## src/rtl/scan_pkg.sv

```systemverilog
package scan_pkg;

    typedef enum logic [1:0] {
        ST_IDLE = 2'd0,
        ST_PICK = 2'd1,
        ST_CONV = 2'd2,
        ST_DONE = 2'd3
    } scan_state_e;

endpackage

```

## src/rtl/scan_next_sel.sv

```systemverilog
module scan_next_sel #(
    parameter int NCH = 8,
    parameter int CW  = $clog2(NCH)
) (
    input  logic [NCH-1:0] mask,
    input  logic [CW-1:0]  from_ch,
    output logic           found,
    output logic [CW-1:0]  sel_ch
);

    logic [NCH-1:0] cand;

    for (genvar i = 0; i < NCH; i++) begin : g_cand
        assign cand[i] = mask[i] && (CW'(i) >= from_ch);
    end

    // lowest candidate wins: scan downward so the last hit is the lowest
    always_comb begin
        found  = 1'b0;
        sel_ch = '0;
        for (int i = NCH - 1; i >= 0; i--) begin
            if (cand[i]) begin
                found  = 1'b1;
                sel_ch = CW'(i);
            end
        end
    end

endmodule

```

## src/rtl/scan_result_bank.sv

```systemverilog
module scan_result_bank #(
    parameter int NCH   = 8,
    parameter int RES_W = 10,
    parameter int CW    = $clog2(NCH)
) (
    input  logic             clk,
    input  logic             rst_n,
    input  logic             wr_en,
    input  logic [CW-1:0]    wr_ch,
    input  logic [RES_W-1:0] wr_data,
    input  logic             clr_en,
    input  logic [CW-1:0]    sel_ch,
    output logic [RES_W-1:0] sel_data,
    output logic             sel_dv,
    output logic             sel_dov
);

    logic [RES_W-1:0] data_q [NCH];
    logic [NCH-1:0]   dv_q;
    logic [NCH-1:0]   dov_q;

    always_ff @(posedge clk or negedge rst_n) begin
        if (!rst_n) begin
            for (int c = 0; c < NCH; c++) begin
                data_q[c] <= '0;
            end
            dv_q  <= '0;
            dov_q <= '0;
        end else begin
            for (int c = 0; c < NCH; c++) begin
                if (wr_en && (wr_ch == CW'(c))) begin
                    data_q[c] <= wr_data;
                    dv_q[c]   <= 1'b1;
                    if (clr_en && (sel_ch == CW'(c))) begin
                        dov_q[c] <= 1'b0;
                    end else begin
                        dov_q[c] <= dov_q[c] | dv_q[c];
                    end
                end else if (clr_en && (sel_ch == CW'(c))) begin
                    dv_q[c]  <= 1'b0;
                    dov_q[c] <= 1'b0;
                end
            end
        end
    end

    assign sel_data = data_q[sel_ch];
    assign sel_dv   = dv_q[sel_ch];
    assign sel_dov  = dov_q[sel_ch];

endmodule

```

## src/rtl/scan_sequencer.sv

```systemverilog
module scan_sequencer
    import scan_pkg::*;
#(
    parameter int NCH      = 8,
    parameter int RES_W    = 10,
    parameter int NARROW_W = 8,
    parameter int CW       = $clog2(NCH)
) (
    input  logic             clk,
    input  logic             rst_n,
    input  logic             cfg_we,
    input  logic [CW-1:0]    cfg_start,
    input  logic [NCH-1:0]   chan_mask,
    input  logic             mode_wide,
    input  logic             irq_en,
    input  logic             int_osc,
    output logic             conv_req,
    output logic [CW-1:0]    conv_ch,
    input  logic             conv_done,
    input  logic [RES_W-1:0] conv_result,
    output logic             busy,
    output logic             int_flag,
    output logic             all_done,
    output logic             irq_n,
    output logic             osc_run,
    input  logic [CW-1:0]    rd_ch,
    input  logic             rd_clr,
    output logic [RES_W-1:0] rd_data,
    output logic             rd_dv,
    output logic             rd_dov
);

    localparam logic [CW-1:0] LAST_CH = CW'(NCH - 1);

    scan_state_e      state_q, state_d;
    logic [CW-1:0]    cur_q;
    logic             busy_q, int_q, acc_q, osc_q, wide_q;
    logic             nxt_found;
    logic [CW-1:0]    nxt_ch;
    logic [RES_W-1:0] narrow_res, store_res;
    logic             store_en;

    scan_next_sel #(.NCH(NCH), .CW(CW)) u_next (
        .mask    (chan_mask),
        .from_ch (cur_q),
        .found   (nxt_found),
        .sel_ch  (nxt_ch)
    );

    // next-state logic
    always_comb begin
        state_d = state_q;
        unique case (state_q)
            ST_IDLE: if (cfg_we) state_d = ST_PICK;
            ST_PICK: state_d = nxt_found ? ST_CONV : ST_DONE;
            ST_CONV: if (conv_done) state_d = (cur_q == LAST_CH) ? ST_DONE : ST_PICK;
            ST_DONE: state_d = ST_IDLE;
            default: state_d = ST_IDLE;
        endcase
    end

    // state register
    always_ff @(posedge clk or negedge rst_n) begin
        if (!rst_n) state_q <= ST_IDLE;
        else        state_q <= state_d;
    end

    // outputs and working registers
    always_ff @(posedge clk or negedge rst_n) begin
        if (!rst_n) begin
            cur_q  <= '0;
            busy_q <= 1'b0;
            int_q  <= 1'b0;
            acc_q  <= 1'b0;
            osc_q  <= 1'b0;
            wide_q <= 1'b1;
        end else begin
            unique case (state_q)
                ST_IDLE: begin
                    if (cfg_we) begin
                        cur_q  <= cfg_start;
                        busy_q <= 1'b1;
                        int_q  <= 1'b0;
                        acc_q  <= 1'b0;
                        osc_q  <= int_osc;
                        wide_q <= mode_wide;
                    end
                end
                ST_PICK: begin
                    if (nxt_found) cur_q <= nxt_ch;
                end
                ST_CONV: begin
                    if (conv_done && (cur_q != LAST_CH)) cur_q <= cur_q + 1'b1;
                end
                ST_DONE: begin
                    busy_q <= 1'b0;
                    int_q  <= 1'b1;
                    acc_q  <= 1'b1;
                    osc_q  <= 1'b0;
                end
                default: ;
            endcase
        end
    end

    // result width shaping
    if (NARROW_W < RES_W) begin : g_narrow
        assign narrow_res = {{(RES_W - NARROW_W){1'b0}}, conv_result[RES_W-1 -: NARROW_W]};
    end else begin : g_full
        assign narrow_res = conv_result;
    end

    assign store_res = wide_q ? conv_result : narrow_res;
    assign store_en  = (state_q == ST_CONV) && conv_done;

    scan_result_bank #(.NCH(NCH), .RES_W(RES_W), .CW(CW)) u_bank (
        .clk      (clk),
        .rst_n    (rst_n),
        .wr_en    (store_en),
        .wr_ch    (cur_q),
        .wr_data  (store_res),
        .clr_en   (rd_clr),
        .sel_ch   (rd_ch),
        .sel_data (rd_data),
        .sel_dv   (rd_dv),
        .sel_dov  (rd_dov)
    );

    assign conv_req = (state_q == ST_CONV);
    assign conv_ch  = cur_q;
    assign busy     = busy_q;
    assign int_flag = int_q;
    assign all_done = acc_q;
    assign osc_run  = osc_q;
    assign irq_n    = ~(int_q & irq_en);

endmodule

```

## config.mk

```make
export PLATFORM = sky130hd
export DESIGN_NAME = scan_sequencer
export DESIGN_NICKNAME = d
export VERILOG_FILES = /design/src/rtl/scan_pkg.sv /design/src/rtl/scan_next_sel.sv /design/src/rtl/scan_result_bank.sv /design/src/rtl/scan_sequencer.sv
export SDC_FILE = /design/constraint.sdc
export NUM_CORES = 1
export LEC_CHECK = 0
export ABC_AREA = 1
export BUFFER_PORTS_ARGS = -buffer_cell sky130_fd_sc_hd__buf_2
export CAP_MARGIN = 40
export CELL_PAD_IN_SITES_DETAIL_PLACEMENT = 0
export CELL_PAD_IN_SITES_GLOBAL_PLACEMENT = 1
export CORE_ASPECT_RATIO = 2
export CORE_MARGIN = 2
export CORE_UTILIZATION = 44
export DETAILED_ROUTE_END_ITERATION = 8
export GPL_TIMING_DRIVEN = 1
export PLACE_DENSITY = 0.82
export SLEW_MARGIN = 20
export SYNTH_ARGS = -nofsm -noshare
export SYNTH_HDL_FRONTEND = slang
export SYNTH_SLANG_ARGS = --single-unit
```

## constraint.sdc

```tcl
create_clock -name clk -period 2 [get_ports clk]
set_input_delay 0.1 -clock clk [delete_from_list [all_inputs] [get_ports clk]]
set_output_delay 0.1 -clock clk [all_outputs]
set_load 0.005 [all_outputs]
```

==> flow_metrics.env <==
export IMPL_period_share_pct=91.7
export IMPL_core_area_sq_um=11400
export IMPL_clk_pin_slew_ps=70
export IMPL_startpoint="state_q[0]"
export IMPL_port_buffers=52
export IMPL_critPathArrivalTime_ps=2120
export IMPL_wl_mm=14.2
export IMPL_maxSlewHeadroom_pct=46.4
export IMPL_leakage_nw=3.13
export IMPL_cts_made_buffers=9
export IMPL_ios=53
export IMPL_drive_gt1_share_pct=17.3
export IMPL_crit_fanout=6
export IMPL_syn_to_final_growth_pct=17.5
export IMPL_r2r_start="state_q[0]"
export IMPL_diodes=0
export IMPL_dp_final_hpwl_mm=10.6
export IMPL_powerDensity_nw_per_um2=1360
export IMPL_num_vias=4532
export IMPL_fmax_mhz=545
export IMPL_drv_slew=0
export IMPL_grt_antenna_before_repair=0
export IMPL_fillers=1118
export IMPL_hp_class="primary input to flip-flop"
export IMPL_grt_max_degree=50
export IMPL_fin_nets=753
export IMPL_hold_violations=0
export IMPL_grt_overflow_total=0
export IMPL_grt_pass1_vias=4438
export IMPL_fin_crit_ps=1830
export IMPL_synth_cell_type_count=33
export IMPL_drt_initial_drc_count=426
export IMPL_cp_data_required_time_ps=2280
export IMPL_viasPerCell=5.28
export IMPL_place_congestion=0.854
export IMPL_dieArea_sq_um=12600
export IMPL_netlist_area_sq_um=5150
export IMPL_avgSynthCellArea_sq_um=8.00
export IMPL_dieHeight_um=157
export IMPL_final_setup_viol_count=0
export IMPL_fin_hold_ws_ps=59.5
export IMPL_crit_chain="inv_1, ha_1, buf_4, inv_1, o21ai_2, o21bai_1, nor2_1, nand2_4, nor2_1, nand2_1, nand2_1"
export IMPL_htreeDepth=3
export IMPL_routedWlPerCell_um=16.5
export IMPL_cap_viol_max_count=0
export IMPL_track_usage_pct=24.1
export IMPL_finalSetupTns_ps=0
export IMPL_die_x_um=80.5
export IMPL_skew_ps=4.87
export IMPL_start_util_pct=45.4
export IMPL_slowest_stage="dfrtp_1"
export IMPL_tritoncts="done"
export IMPL_syn_num_nets=685
export IMPL_rsz0062_at_grt="false"
export IMPL_irDropWorstVdd_mv=0.721
export IMPL_cts_setup_buffers=0
export IMPL_yosysWarningCount=0
export IMPL_drt_pass1_iter_count=5
export IMPL_ys_seq_area_share_pct=51.0
export IMPL_outcome="finished clean"
export IMPL_worst_path_largest_cell_delay_ps=370
export IMPL_antenna_left=0
export IMPL_synth_cells=644
export IMPL_critPathLaunchType="flip-flop"
export IMPL_rows=55
export IMPL_cp_end_kind="flip-flop"
export IMPL_cts_root_buf="clkbuf_16"
export IMPL_crit_type="flip-flop to flip-flop"
export IMPL_worstHoldStart="cfg_we"
export IMPL_cts_sinks=105
export IMPL_clk_latency_ps=340
export IMPL_drc=0
export IMPL_worstMarginPinSlew_ps=799
export IMPL_cts_buffer_depth=2
export IMPL_grt_pass1_wl_mm=22.8
export IMPL_synth_seq_cells=105
## final cells by class
class                           instances  area, sq um  share of cell area [%]
Tap cell                              142          178                    2.93
Multi-Input combinational cell        447         2150                    35.4
Clock buffer                            9          225                    3.72
Clock inverter                          7          101                    1.67
Inverter                               68          260                    4.30
Sequential cell                       105         2630                    43.5
Timing Repair Buffer                   81          513                    8.47
## worst max-delay path, delay by kind of cell, from the launching register on
kind	cells	cell delay (ps)
compound gates	2	270
fa+ha+maj	1	240
buf+inv	3	380
flops	1	370
simple gates	5	520
## what timing repair did
item,CTS,global route
gates resized for setup,0,3
setup endpoints to repair,0,2
hold buffers,3,0
endpoints found under the hold margin,46,0
## synthesized netlist by cell type
cell / n / share of area, %
o22ai_1: 9 / 1.1
a221oi_1: 9 / 1.5
buf_2: 9 / 0.87
o21ai_2: 4 / 0.68
o21ai_0: 67 / 6.5
inv_2: 5 / 0.36
dfrtp_1: 104 / 51
ha_1: 9 / 2.2
nand2_4: 1 / 0.22
clkbuf_1: 11 / 0.80
nor2_1: 20 / 1.5
buf_4: 3 / 0.44
o31ai_1: 1 / 0.15
a22oi_1: 8 / 1.2
o2111ai_1: 10 / 1.7
nor3_1: 1 / 0.097
o21bai_1: 1 / 0.15
o21ai_1: 14 / 1.4
nand3_1: 5 / 0.49
nor3_4: 3 / 0.95
nor2_2: 4 / 0.49
buf_6: 1 / 0.22
o221ai_1: 1 / 0.17
a31oi_1: 3 / 0.36
a21oi_1: 7 / 0.68
or2_2: 2 / 0.24
dfstp_2: 1 / 0.51
inv_4: 2 / 0.24
nand2_1: 262 / 19
nand2_2: 4 / 0.49
a211oi_1: 1 / 0.15
nand3_2: 1 / 0.19
inv_1: 61 / 4.4
## layout by cell type (no fill, tap or decap), types with 2 or more instances in the layout
cell type,Yosys,layout
a21oi_1,7,7
a221oi_1,9,9
a22oi_1,8,8
a31oi_1,3,3
buf_12,0,2
buf_2,9,51
buf_4,3,25
bufinv_16,0,2
clkbuf_16,0,9
dfrtp_1,104,102
dfrtp_2,0,2
dlygate4sd3_1,0,3
ha_1,9,9
inv_1,61,61
inv_2,5,5
inv_4,2,2
nand2_1,262,262
nand2_2,4,4
nand3_1,5,5
nor2_1,20,20
nor2_2,4,4
nor3_4,3,3
o2111ai_1,10,10
o21ai_0,67,67
o21ai_1,14,13
o21ai_2,4,5
o22ai_1,9,9
or2_2,2,2
## through the flow
stage                     instance area (sq um)  power [mW]  setup slack (ps)  std cells  utilization, %
after floorplan                            5150        5.32               273        644               -
after global placement                     5690        6.28               230        840            50.1
after detailed placement                   5690        6.36               162        840            50.1
after CTS                                  6050        8.30               145        859            53.3
after global routing                       6050        8.90              4.61        859            53.3
final                                      6050        8.25               166        859            53.3
## report_power, final
group	internal [mW]	total (mW)	switching, mW
Combinational	1.07	2.83	1.76
Clock	1.11	1.92	0.809
Sequential	2.99	3.50	0.516
## logic make-up (layout without fill, tap and decap cells)
group,count (synthesis),count (layout),share of synthesized area [%]
simple gates,303,303,23.7
compound gates,135,135,15.7
flops,105,105,51.0
buf+inv,92,165,7.38
fa+ha+maj,9,9,2.19
## path summary, 6_finish.rpt
path                                     end  slack, ps  cells past startpoint
min                                   wide_q         60                      4
max reg2reg                       conv_ch[0]        170                     11
min reg2reg                u_bank.data_q[65]        470                      2
max in group asynchronous  u_bank.data_q[62]       1020                      3
min in group asynchronous  u_bank.data_q[38]        320                      2
max                               conv_ch[0]        170                     11
## routing by layer
| layer | track usage [%] | wire (um) | vias to the layer above |
|---|---|---|---|
| li1 | - | - | 2212 |
| met1 | 28.0 | 5450 | 2181 |
| met2 | 44.3 | 7860 | 119 |
| met3 | 3.73 | 548 | 20 |
| met4 | 7.59 | 325 | 0 |
| met5 | 0 | 0 | - |
## flip-flops by register name, indices dropped and copies added (netlist names), 2 cells and up
signal         flops
conv_ch            3
state_q            2
u_bank.data_q     80
u_bank.dov_q       8
u_bank.dv_q        8
Note: power is estimated with default switching activity, not from simulation.
